[src/rtl/wdt_prescaled.sv]
module wdt_prescaled #(
  parameter int         TAP_LOW = 10,
  parameter logic [7:0] KEY     = 8'hA5
) (
  input  logic        clk,
  input  logic        rst_n,
  input  logic        wr_en,
  input  logic        wr_sel,
  input  logic [15:0] wr_data,
  output logic [7:0]  ctrl_rd,
  output logic [7:0]  cnt_rd,
  output logic        rst_req
);
  localparam int PW = TAP_LOW + 2;

  logic          en_q, mode_q, ovf_q, stat_q;
  logic [2:0]    cks_q;
  logic [7:0]    cnt_q;
  logic [PW-1:0] pre_q, mask;

  logic key_ok, ctrl_wr, cnt_wr, cks_legal, en_rise, tick, wrap;

  assign key_ok    = wr_en && (wr_data[15:8] == KEY);
  assign ctrl_wr   = key_ok && !wr_sel;
  assign cnt_wr    = key_ok && wr_sel;
  assign cks_legal = wr_data[2:0] >= 3'd5;
  assign en_rise   = ctrl_wr && wr_data[5] && !en_q;
  assign mask      = {PW{1'b1}} >> (3'd7 - cks_q);
  assign tick      = en_q && ((pre_q & mask) == mask);
  assign wrap      = tick && (cnt_q == 8'hFF);

  always_ff @(posedge clk or negedge rst_n)
    if (!rst_n)                pre_q <= '0;
    else if (en_rise || cnt_wr) pre_q <= '0;
    else if (en_q)             pre_q <= pre_q + PW'(1);

  always_ff @(posedge clk or negedge rst_n)
    if (!rst_n)       cnt_q <= 8'h00;
    else if (cnt_wr)  cnt_q <= wr_data[7:0];
    else if (tick)    cnt_q <= cnt_q + 8'd1;

  always_ff @(posedge clk or negedge rst_n)
    if (!rst_n) begin
      en_q   <= 1'b0;
      mode_q <= 1'b0;
      cks_q  <= 3'd7;
    end else if (ctrl_wr) begin
      en_q   <= wr_data[5];
      mode_q <= wr_data[6];
      if (cks_legal) cks_q <= wr_data[2:0];
    end

  always_ff @(posedge clk or negedge rst_n)
    if (!rst_n)                        ovf_q <= 1'b0;
    else if (wrap && !mode_q)          ovf_q <= 1'b1;
    else if (ctrl_wr && !wr_data[7])   ovf_q <= 1'b0;

  always_ff @(posedge clk or negedge rst_n)
    if (!rst_n)                        stat_q <= 1'b0;
    else if (wrap && mode_q)           stat_q <= 1'b1;
    else if (ctrl_wr && !wr_data[4])   stat_q <= 1'b0;

  always_ff @(posedge clk or negedge rst_n)
    if (!rst_n) rst_req <= 1'b0;
    else        rst_req <= wrap && mode_q;

  assign ctrl_rd = {ovf_q, mode_q, en_q, stat_q, 1'b0, cks_q};
  assign cnt_rd  = cnt_q;

  // reset request lasts one clock
  a_r9_one_clock: assert property (@(posedge clk) disable iff (!rst_n)
    rst_req |=> !rst_req);

  // request only follows a watchdog-mode wrap to zero
  a_r9_cause: assert property (@(posedge clk) disable iff (!rst_n)
    rst_req |-> ($past(mode_q) && cnt_q == 8'h00));

  // status recorded together with the request
  a_r10_status: assert property (@(posedge clk) disable iff (!rst_n)
    rst_req |-> stat_q);

  // disabled counter holds unless loaded
  a_r5_frozen: assert property (@(posedge clk) disable iff (!rst_n)
    (!en_q && !cnt_wr) |=> $stable(cnt_q));

  // flag survives anything but a control write
  a_r8_sticky: assert property (@(posedge clk) disable iff (!rst_n)
    (ovf_q && !ctrl_wr) |=> ovf_q);

  // only legal codes ever held
  a_r3_legal_sel: assert property (@(posedge clk) disable iff (!rst_n)
    cks_q >= 3'd5);
endmodule

[config.mk]
export PLATFORM = sky130hd
export DESIGN_NAME = wdt_prescaled
export DESIGN_NICKNAME = d
export VERILOG_FILES = /design/src/rtl/wdt_prescaled.sv
export SDC_FILE = /design/constraint.sdc
export NUM_CORES = 1
export LEC_CHECK = 0
export BUFFER_PORTS_ARGS = -buffer_cell sky130_fd_sc_hd__buf_2
export CORE_UTILIZATION = 45
export CTS_BUF_LIST = sky130_fd_sc_hd__clkbuf_4
export DETAILED_ROUTE_END_ITERATION = 6
export PLACE_DENSITY = 0.72
export SYNTH_ARGS = -nofsm -noshare
export SYNTH_HDL_FRONTEND = slang
export SYNTH_SLANG_ARGS = --single-unit
[constraint.sdc]
create_clock -name clk -period 1.9 [get_ports clk]
set_input_delay 0.095 -clock clk [delete_from_list [all_inputs] [get_ports clk]]
set_output_delay 0.095 -clock clk [all_outputs]
set_load 0.03 [all_outputs]
==> reports/summary.txt <==
Area Growth Syn to Fin -> 20.1%
initial DRC count -> 77
DRC -> 0
die width -> 61.1 um
Routed WL -> 3490 um
M1 wire length -> 1590 um
Syn Nets -> 193
Final Non-Filler Cells -> 255
Num CTS Buffers -> 3
DR WL met3 -> 106 um
FP Rows -> 21
CP required -> 2100 ps
Crit. End Element -> register
Slew @ Worst Pin -> 616 ps
outcome -> complete, no violations
pwr dens -> 994 nW/um^2
global-route wire length before repair -> 5490 um
Final Critical Period -> 1870 ps
RD Place Congestion -> 0.828
post-route setup TNS -> 0 ps
Max clock buf depth -> 2
initial antenna violation count -> 0
CP max stage cell -> o41ai_1
clock sink count -> 28
Place WS -> -61.3 ps
Cell variety after synth -> 43
Vias per Instance -> 5.53
max cap viols -> 0
highest metal used -> met4
Slew headroom -> 58.9%
peak supply drop -> 0.000383 V
CP cell instances -> ha_1, and3_1, o2111ai_4, nand2b_4, o41ai_1
fmax -> 535 MHz
part of the cycle the worst path needs -> 98.5%
Placed Area -> 1760 um^2
I/O Pins -> 37
ys flop type -> dfrtp_1
worst skew pair latency -> 320 ps
Setup CP Type -> register to register
Synth warnings -> 0
core area -> 3340 um^2
vias in the first global route -> 1,283
synthesized area per cell -> 9.18 um^2
Inst Count DP -> 245
hold slack -> 25.8 ps
Fin. Hold Viols -> 0
met2 wire length -> 1760 um
post-route cell area -> 1890 um^2
Worst Slack Setup Final -> 29.1 ps
Final Max Slew Viols -> 0
Remaining Overflow, GRT -> 0
Die H -> 61.1 um
Avg WL per Cell -> 13.7 um
CTS tree -> yes
Cells after Synth -> 171
crit path DAT -> 2070 ps
Critical Path Start Type -> register
sequential-to-total area share from yosys stat -> 44.9%
Leak -> 0.755 nW
Post-synth EDFFs -> 0
Initial Util -> 47.1%
Seq cells post-synth -> 28
Hold Path Class -> input pin to register
layout cell share with drive strength beyond 1 -> 25.4%
CTS clk-pin slew, worst paths -> 150 ps
vias after detailed routing -> 1,409
Final #Nets -> 232
total track usage -> 19.6%
H-tree depth -> 1
Die ar. -> 3730 um^2
mapped cell area -> 1570 um^2
root buffer selected by CTS -> clkbuf_4
largest net degree at the start of global routing -> 29
Final Util -> 56.5%
total power draw -> 1.87 mW
CP max stage delay -> 440 ps
ys async rst share -> 100%
Max Fanout on Critical Path -> 16
Antenna Cells -> 0
Worst Skew -> 0.984 ps
port buffer count -> 35
hpwl dp -> 2560 um
Final setup viols -> 0
DRT Pass-1 Iters -> 4
post-route antenna net violation count -> 0
power breakdown:
part,switching [mW],total (mW),internal [mW],leakage [nW]
logic,0.360,0.592,0.232,0.437
clock network,0.181,0.394,0.213,0.0279
registers,0.156,0.889,0.734,0.291
total,0.696,1.87,1.18,0.755
layer usage:
layer / track usage (%) / vias up
met5: 0 / -
met4: 5.19 / 0
met3: 2.73 / 4
met2: 34.2 / 33
met1: 25.5 / 682
li1: - / 690
critical path, delay by kind of cell, from the launching register on:
family / cells / cell delay (ps)
AOI/OAI and AO/OA: 2 / 690
adders and majority gates: 1 / 170
DFF: 1 / 420
and+or+nand+nor: 2 / 470
layout by cell type, fill, tap and decap left out, types with 2 or more instances in the layout:
master / count
buf_2: 35
dfrtp_1: 25
nand2_1: 23
nor2_1: 11
o21ai_0: 11
a21oi_1: 7
nand4_1: 7
or3_1: 7
nand2b_1: 6
nand3_1: 6
xor2_1: 5
o211ai_1: 5
buf_4: 5
and3_1: 4
a31oi_1: 4
dlygate4sd3_1: 4
inv_1: 3
or4_1: 3
dfstp_2: 3
clkbuf_4: 3
nor2b_1: 2
nor3_1: 2
and2_1: 2
a22o_1: 2
o41ai_1: 2
nand3b_1: 2
ha_1: 2
cells by family after synthesis:
group                    share of synthesized area, %
other                                           0.239
buffers and inverters                            4.94
multiplexers                                     1.35
AO/OA/AOI/OAI                                    16.1
adder cells (fa/ha/maj)                          1.59
XOR/XNOR                                         3.35
flip-flops                                       44.9
AND/OR/NAND/NOR                                  27.6
cell type report:
type                    instances  area, um^2
fillers                       309        1450
multi-input cells             130         807
flip-flops and latches         28         704
repair buffers                 44         253
well taps                      46        57.6
clock inverters                 1        30.0
clock buffers                   3        22.5
inverters                       3        11.3
synthesized netlist by cell type, types with 3 or more instances:
cell type	n	area [um^2]
a21oi_1	7	35.0
a31oi_1	4	25.0
and3_1	4	25.0
buf_4	5	37.5
dfrtp_1	25	626
dfstp_2	3	78.8
inv_1	3	11.3
nand2_1	23	86.3
nand2b_1	7	43.8
nand3_1	6	30.0
nand4_1	7	43.8
nor2_1	11	41.3
o211ai_1	5	37.5
o21ai_0	11	55.1
or3_1	7	43.8
or4_1	3	22.5
xor2_1	5	43.8
final timing paths:
path	startpoint	to	slack, ps	depth (start not counted)
setup reg to reg	pre_q[0]	stat_q	30	5
hold reg to reg	mode_q	ovf_q	500	1
hold / removal	wr_data[3]	cnt_rd[3]	30	3
min in group asynchronous	rst_n	cnt_rd[4]	290	2
setup / recovery	pre_q[0]	stat_q	30	5
max in group asynchronous	rst_n	pre_q[3]	1220	2
registers in the layout (all words and copies together) (netlist names):
signal,count
en_q,1
pre_q,12
cks_q,3
rst_req,1
stat_q,1
ovf_q,1
cnt_rd,8
mode_q,1
repair_timing:
item / in CTS / in global routing
resized for setup: 1 / 2
setup endpoints to repair: 2 / 3
hold buffers: 4 / 0
endpoints found under the hold margin: 29 / 0
pin swaps: 0 / 1
buffers inserted: 0 / 2
Power figures use the tool's default switching activity.
